File: config.mk
export PLATFORM = sky130hd
export DESIGN_NAME = sqrt_csel_adder
export DESIGN_NICKNAME = d
export VERILOG_FILES = /design/src/rtl/csel_pkg.sv /design/src/rtl/csel_pg.sv /design/src/rtl/csel_ripple.sv /design/src/rtl/csel_group.sv /design/src/rtl/sqrt_csel_adder.sv
export SDC_FILE = /design/constraint.sdc
export NUM_CORES = 1
export LEC_CHECK = 0
export BUFFER_PORTS_ARGS = -buffer_cell sky130_fd_sc_hd__buf_2
export CORE_ASPECT_RATIO = 0.8
export CORE_MARGIN = 2
export CORE_UTILIZATION = 33
export DETAILED_ROUTE_END_ITERATION = 10
export GPL_ROUTABILITY_DRIVEN = 0
export PLACE_DENSITY_LB_ADDON = 0.08
export SETUP_SLACK_MARGIN = 0.3
export SYNTH_ARGS = -nofsm -noshare
export SYNTH_HDL_FRONTEND = slang
export SYNTH_SLANG_ARGS = --single-unit
File: constraint.sdc
create_clock -name vclk -period 8.01
set_input_delay 0.801 -clock vclk [all_inputs]
set_output_delay 0.801 -clock vclk [all_outputs]
set_load 0.02 [all_outputs]
File: src/rtl/csel_pkg.sv
package csel_pkg;

    // Lowest bit index of group k when the first group holds 'first' bits
    // and each later group is one bit wider than the one before it.
    function automatic int grp_lo(input int k, input int first);
        return k * first + (k * (k - 1)) / 2;
    endfunction

    // Width of group k.
    function automatic int grp_size(input int k, input int first);
        return first + k;
    endfunction

endpackage

File: src/rtl/csel_pg.sv
module csel_pg #(
    parameter int W = 20
) (
    input  logic [W-1:0] a_i,
    input  logic [W-1:0] b_i,
    output logic [W-1:0] gen_o,
    output logic [W-1:0] prop_o
);
    logic [W-1:0] gen_d;
    logic [W-1:0] prop_d;

    always_comb begin
        gen_d  = a_i & b_i;
        prop_d = a_i ^ b_i;
    end

    assign gen_o  = gen_d;
    assign prop_o = prop_d;

    always_comb begin
        AST_PG_EXCLUSIVE: assert ((gen_o & prop_o) == '0);
        AST_PG_COVER: assert ((gen_o | prop_o) == (a_i | b_i));
    end
endmodule

File: src/rtl/csel_ripple.sv
module csel_ripple #(
    parameter int SZ = 4
) (
    input  logic [SZ-1:0] gen_i,
    input  logic [SZ-1:0] prop_i,
    input  logic          cin_i,
    output logic [SZ-1:0] sum_o,
    output logic          cout_o
);
    logic [SZ:0]   carry_d;
    logic [SZ-1:0] sum_d;

    always_comb begin
        carry_d[0] = cin_i;
        for (int i = 0; i < SZ; i++) begin
            sum_d[i]       = prop_i[i] ^ carry_d[i];
            carry_d[i + 1] = gen_i[i] | (prop_i[i] & carry_d[i]);
        end
    end

    assign sum_o  = sum_d;
    assign cout_o = carry_d[SZ];
endmodule

File: src/rtl/csel_group.sv
module csel_group #(
    parameter int SZ = 4
) (
    input  logic [SZ-1:0] gen_i,
    input  logic [SZ-1:0] prop_i,
    input  logic          sel_i,
    output logic [SZ-1:0] sum_o,
    output logic          cout_o
);
    logic [SZ-1:0] sum0;
    logic [SZ-1:0] sum1;
    logic          co0;
    logic          co1;

    csel_ripple #(.SZ(SZ)) u_chain0 (
        .gen_i  (gen_i),
        .prop_i (prop_i),
        .cin_i  (1'b0),
        .sum_o  (sum0),
        .cout_o (co0)
    );

    csel_ripple #(.SZ(SZ)) u_chain1 (
        .gen_i  (gen_i),
        .prop_i (prop_i),
        .cin_i  (1'b1),
        .sum_o  (sum1),
        .cout_o (co1)
    );

    logic [SZ-1:0] sum_d;
    logic          cout_d;

    always_comb begin
        if (sel_i) begin
            sum_d  = sum1;
            cout_d = co1;
        end else begin
            sum_d  = sum0;
            cout_d = co0;
        end
    end

    assign sum_o  = sum_d;
    assign cout_o = cout_d;

    always_comb begin
        AST_CHAINS_OFF_BY_ONE: assert ({co1, sum1} == ({co0, sum0} + {{SZ{1'b0}}, 1'b1}));
    end
endmodule

File: src/rtl/sqrt_csel_adder.sv
module sqrt_csel_adder #(
    parameter int FIRST_GROUP = 2,
    parameter int NUM_GROUPS  = 5,
    localparam int WIDTH = csel_pkg::grp_lo(NUM_GROUPS, FIRST_GROUP)
) (
    input  logic [WIDTH-1:0] a_i,
    input  logic [WIDTH-1:0] b_i,
    input  logic             cin_i,
    output logic [WIDTH-1:0] sum_o,
    output logic             cout_o
);
    logic [WIDTH-1:0]    gen;
    logic [WIDTH-1:0]    prop;
    logic [NUM_GROUPS:0] grp_carry;

    csel_pg #(.W(WIDTH)) u_pg (
        .a_i    (a_i),
        .b_i    (b_i),
        .gen_o  (gen),
        .prop_o (prop)
    );

    assign grp_carry[0] = cin_i;

    for (genvar k = 0; k < NUM_GROUPS; k++) begin : g_grp
        localparam int LO = csel_pkg::grp_lo(k, FIRST_GROUP);
        localparam int SZ = csel_pkg::grp_size(k, FIRST_GROUP);

        if (k == 0) begin : g_base
            csel_ripple #(.SZ(SZ)) u_base (
                .gen_i  (gen[LO +: SZ]),
                .prop_i (prop[LO +: SZ]),
                .cin_i  (grp_carry[k]),
                .sum_o  (sum_o[LO +: SZ]),
                .cout_o (grp_carry[k + 1])
            );
        end else begin : g_sel
            csel_group #(.SZ(SZ)) u_grp (
                .gen_i  (gen[LO +: SZ]),
                .prop_i (prop[LO +: SZ]),
                .sel_i  (grp_carry[k]),
                .sum_o  (sum_o[LO +: SZ]),
                .cout_o (grp_carry[k + 1])
            );

            logic [LO:0] low_ref;
            assign low_ref = {1'b0, a_i[LO-1:0]} + {1'b0, b_i[LO-1:0]}
                           + {{LO{1'b0}}, cin_i};

            always_comb begin
                AST_SELECT_CARRY: assert (low_ref == {grp_carry[k], sum_o[LO-1:0]});
            end
        end
    end

    assign cout_o = grp_carry[NUM_GROUPS];

    logic [WIDTH:0] full_ref;
    assign full_ref = {1'b0, a_i} + {1'b0, b_i} + {{WIDTH{1'b0}}, cin_i};

    always_comb begin
        AST_FULL_SUM: assert (full_ref == {cout_o, sum_o});
    end
endmodule

==> metrics.txt, run 1 <==
combinational fraction of design power=1.000; GR Util All Layers=0.1243; Net Count, Synth=about 120; DRC=0; FILL cells=133; hold_buf cts=0; initial antenna violation count=0; Critical Path Start=cin_i; clock share of power=0; CP required=7210 ps; post-place setup slack=-275.8 ps; Hold WS=roughly 2000 ps; Fin. Hold Viols=0; Seq/Total Area, Yosys=0; failing checks=negative setup slack; placed cell area=between 900 and 1000 µm²; Final Max Tran Viols=0; Sequential Area=0 µm²; Internal=approximately 0.045 mW; Top Ports=62; drt wl/cell=just under 9 µm; P&R area growth vs syn=84.00%; Crit Path Category=input pin to output port; Post-Syn Area=563.0 µm²; CP peak stage delay=between 400 and 500 ps; final period utilization=1.018; Synth warnings=0; Final HPWL DP=1170 µm; Peak supply drop=0.00005727 V; area leader, netlist=fa_1; sequential share of power=0; clkbuf count=0; worst min-delay path category=input pin to output port; switching share of power=0.5667; drt pass-1 iters=1; crit-path most repeated cell=fa_2; Critical Path Sink Type=output port; static leakage=~0.57 nW; Max-cap violations=0; Vert. Die Dim=roughly 41 µm; layout cells sized above 1=0.8000; Cells after Synth=54; NetSw=between 0.05 and 0.06 mW; Vias=560; share of the synthesized area in the top cell type=0.5689; GRT overflow=0; Tot Pwr=around 0.10 mW; synth top area cells=fa_1 (57%), ha_1 (18%), inv_1 (13%); Worst slew margin=0.8857; Final Instance Area=1036 µm²; antenna fix cells=0; Slowest cell on crit path=fa_2; cell row count=13; Setup crit end=sum_o[19]; multi-input logic area=about 550 µm²; final setup margin=-144.0 ps; number of global-route vias before repair=499; RSZ-0062 raised after global routing=yes; Initial DRC Count=0; vias per cell=a little under 4; final net count=187; CP delay by family, top=adder cells; PortBufs=between 60 and 70; Core Box Area=about 1600 µm²; status=complete, but fails checks; Worst Path Buf+Inv=6; Finish-stage setup viols=1; first-pass GRT wire length=a little under 2000 µm; Max FO, Critical Path=3; ANT nets after route=0; PD cells=between 100 and 150 nW/µm²; syn avg cell area=between 10 and 15 µm²; Worst Tran Pin Value=around 170 ps; WP depth=29; critical path startpoint category=input pin; minimum clock period=8154 ps; Seq cells=0; post-CTS repair timing setup buffer count=0; starting density of the core=0.3497; die width=about 50 µm; Max Fclk=around 120 MHz; Die ar.=around 2100 µm²; Netlist cell types=7; WP data arrival=approximately 7400 ps; drt total wl=~1200 µm; pin count of the biggest net entering global routing=4
-- metal layers --
| layer | track usage | up-vias | wire length (µm) |
|---|---|---|---|
| met4 | 0 | 0 | 0 |
| met3 | 0.02190 | 0 | 157 |
| met1 | 0.1715 | 242 | 479 |
| met2 | 0.2204 | 34 | 599 |
| li1 | - | 284 | - |
| met5 | 0 | - | 0 |
-- layout make-up --
cell class / count / area share
inverter: 19 / 0.07367
multi-input combinational: 35 / 0.5350
tap: 22 / 0.02657
timing repair buffer: 66 / 0.3647
-- Yosys cell counts, drive strengths merged --
| library cell | n |
|---|---|
| a21oi | 3 |
| fa | 16 |
| ha | 8 |
| inv | 19 |
| mux2i | 1 |
| nor2 | 3 |
| xor2 | 4 |
-- cell families after synthesis --
family,Yosys count,synth area share
adder cells (fa/ha/maj),24,0.7467
multiplexers,1,0.01778
AND/OR/NAND/NOR,3,0.02000
XOR/XNOR,4,0.06222
buffers and inverters,19,0.1267
AO/OA/AOI/OAI,3,0.02666
-- stage by stage --
stage,cells,util,setup TNS (ps)
floorplan,54,-,0
global placement,142,0.6068,-238.7
detailed placement,142,0.6068,-278.9
CTS,142,0.6317,-164.5
global route,142,0.6434,-552.5
finish,142,0.6434,-144.0
-- cell usage in the layout, fill, tap and decap left out, drive strengths merged --
| cell | n |
|---|---|
| fa | 16 |
| mux2i | 1 |
| inv | 19 |
| xor2 | 4 |
| buf | 66 |
| a21oi | 3 |
| ha | 8 |
| nor2 | 3 |
-- power groups by stage --
stage	combinational [mW]	sequential, mW	clock (mW)
2_1_floorplan	0.0699	0	0
3_3_place_gp	0.0969	0	0
3_5_place_dp	0.0978	0	0
4_1_cts	0.104	0	0
5_1_grt	0.116	0	0
6_report	0.104	0	0
-- timing repair --
item,in CTS,in global routing
pin swaps,4,3
resized for setup,13,5
setup endpoints to repair,3,4
-- worst min path at each step --
stage               startpoint        end  slack, ps  cells past startpoint
detailed placement      b_i[8]   sum_o[8]       2020                      3
global route           b_i[18]  sum_o[18]       2030                      3
floorplan              b_i[13]  sum_o[13]       1850                      1
CTS                    b_i[18]  sum_o[18]       2010                      3
global placement        b_i[1]   sum_o[1]       2010                      3
finish                 b_i[18]  sum_o[18]       2010                      3
(Power assumes the default switching activity.)
==> run 2, diff against run 1 <==
--- a/config.mk
+++ b/config.mk
@@ -7,7 +7,7 @@
 export LEC_CHECK = 0
 export BUFFER_PORTS_ARGS = -buffer_cell sky130_fd_sc_hd__buf_2
 export CORE_ASPECT_RATIO = 0.8
-export CORE_MARGIN = 2
+export CORE_MARGIN = 10
 export CORE_UTILIZATION = 33
 export DETAILED_ROUTE_END_ITERATION = 10
 export GPL_ROUTABILITY_DRIVEN = 0
==> run 2 against run 1 <==
Against the previous run: the run still ends with negative setup slack left; first-iteration DRC count increased by 13; flip-flop and latch count unchanged; die area increased by 83%; worst hold slack got worse by 6.5 ps; core utilization decreased by 0.34 points; non-clock buffer count unchanged; critical path depth unchanged; count of clock-buffer cells in the layout unchanged.
==> metrics.txt, run 2 (synthesis results as in run 1) <==
Core Box Area=1627 µm² (+1.0%); failing checks=negative setup slack; clkbuf count=0 (unchanged); most frequent cells in the layout=buf_2 (56), fa_2 (16), inv_1 (12), ha_1 (8), buf_6 (6); final setup margin=-159.3 ps (-15.31 ps); GR Util All Layers=0.09087 (-0.03340); status=complete, but fails checks; Max Fclk=122.4 MHz (-0.19%); starting density of the core=0.3462 (-0.003497); Max-cap violations=0 (unchanged); drt pass-1 iters=2 (+1); Die ar.=3769 µm² (+83%); final net count=187 (unchanged); commonest non-fill, non-tap cell in the layout=buf_2; Top Ports=62 (unchanged); crit-path most repeated cell=fa_2; CP required=7210 ps (about the same); initial antenna violation count=0 (unchanged); pin count of the biggest net entering global routing=4 (unchanged); Sequential Area=0 µm² (unchanged); DRT met1 WL=593 µm (+24%); drt total wl=1792 µm (+45%); Tot Pwr=0.1055 mW (+1.1%); static leakage=0.5682 nW (+0.18%); P&R area growth vs syn=84.89%; Slowest cell on crit path=fa_2; first-pass GRT wire length=2863 µm (+46%); Final HPWL DP=1716 µm (+47%); final period utilization=1.020 (+0.001911); RSZ-0062 raised after global routing=yes; Initial DRC Count=13 (+13); max layer used=met3; PD cells=101.4 nW/µm² (+0.65%); Worst slew margin=0.8758 (-0.009941); worst min-delay path category=input pin to output port; Vert. Die Dim=56.95 µm (+39%); Fin. Hold Viols=0 (unchanged); Critical Path Start=a_i[0]; minimum clock period=8169 ps (+15.31 ps); Worst Tran Pin Value=182.7 ps (+14.62 ps); die width=66.18 µm (+32%); drt wl/cell=12.62 µm (+45%); metal3 WL=298 µm (+90%); CP peak stage delay=420 ps (about the same); Crit Path Category=input pin to output port; number of global-route vias before repair=615 (+23%); Final Max Tran Viols=0 (unchanged); met2 wire length=899 µm (+50%); PortBufs=62 (unchanged); vias per cell=4.099 (+3.9%); WP data arrival=7370 ps (+20 ps); HP Start=b_i[18]; Final Util=0.6400 (-0.003357); hold_buf cts=0 (unchanged); Critical Path Sink Type=output port; antenna fix cells=0 (unchanged); GRT overflow=0 (unchanged); Vias=582 (+3.9%); Peak supply drop=0.00006102 V (+6.6%); cell row count=13 (unchanged); Finish-stage setup viols=1 (unchanged); Max FO, Critical Path=3 (unchanged); DRC=0 (unchanged); layout cells sized above 1=0.8000 (unchanged); ANT nets after route=0 (unchanged); critical path startpoint category=input pin; Seq cells=0 (unchanged)
run 2: changes by cell type in the layout (fill, tap and decap cells not counted):
cell    previous run  this run
nor2_2             3         2
nor2_4             0         1
run 2: metal layers:
layer / up-vias / global-route usage
met5: - / 0
met4: 0 / 0.005970
met3: 0 / 0.04873
met2: 36 / 0.1583
met1: 262 / 0.09899
li1: 284 / -
run 2: worst max-delay path, delay by kind of cell:
| family | cells | cell delay (ps) |
|---|---|---|
| buf+inv | 6 | 400 |
| mux | 1 | 170 |
| fa+ha+maj | 16 | 5510 |
| compound gates | 3 | 150 |
| simple gates | 3 | 310 |
run 2: area by class of cell:
cell class | count | area, µm²
Inverter | 19 | 76.32
Multi-Input combinational cell | 35 | 559.3
Fill cell | 153 | 585.6
Timing Repair Buffer | 66 | 377.9
Tap cell | 22 | 27.53
run 2: worst paths after layout:
check / cells past startpoint / slack [ps] / end
worst min-delay path: 3 / 2010 / sum_o[18]
worst max-delay path: 29 / -160 / sum_o[19]
run 2: report_power, final:
| part | total (mW) | switching (mW) | internal [mW] |
|---|---|---|---|
| sequential | 0 | 0 | 0 |
| combinational | 0.106 | 0.0606 | 0.0449 |
| clock | 0 | 0 | 0 |
run 2: what timing repair did:
item,in CTS,in global routing
setup buffers,0,0
setup endpoints to repair,3,3
resized for setup,16,3
pin swaps,3,1
run 2: stage by stage:
step / hold WS, ps / cell area, µm² / std cells / worst slack (ps) / setup TNS [ps]
after global placement: 2020 / 977.2 / 142 / -257.7 / -257.7
after CTS: 2013 / 1030 / 142 / -199.4 / -199.4
after floorplan: 1848 / 609.3 / 54 / 24.39 / 0
final: 2006 / 1041 / 142 / -159.3 / -159.3
after detailed placement: 2024 / 977.2 / 142 / -326.9 / -376.9
after global routing: 2022 / 1041 / 142 / -359.2 / -443.0
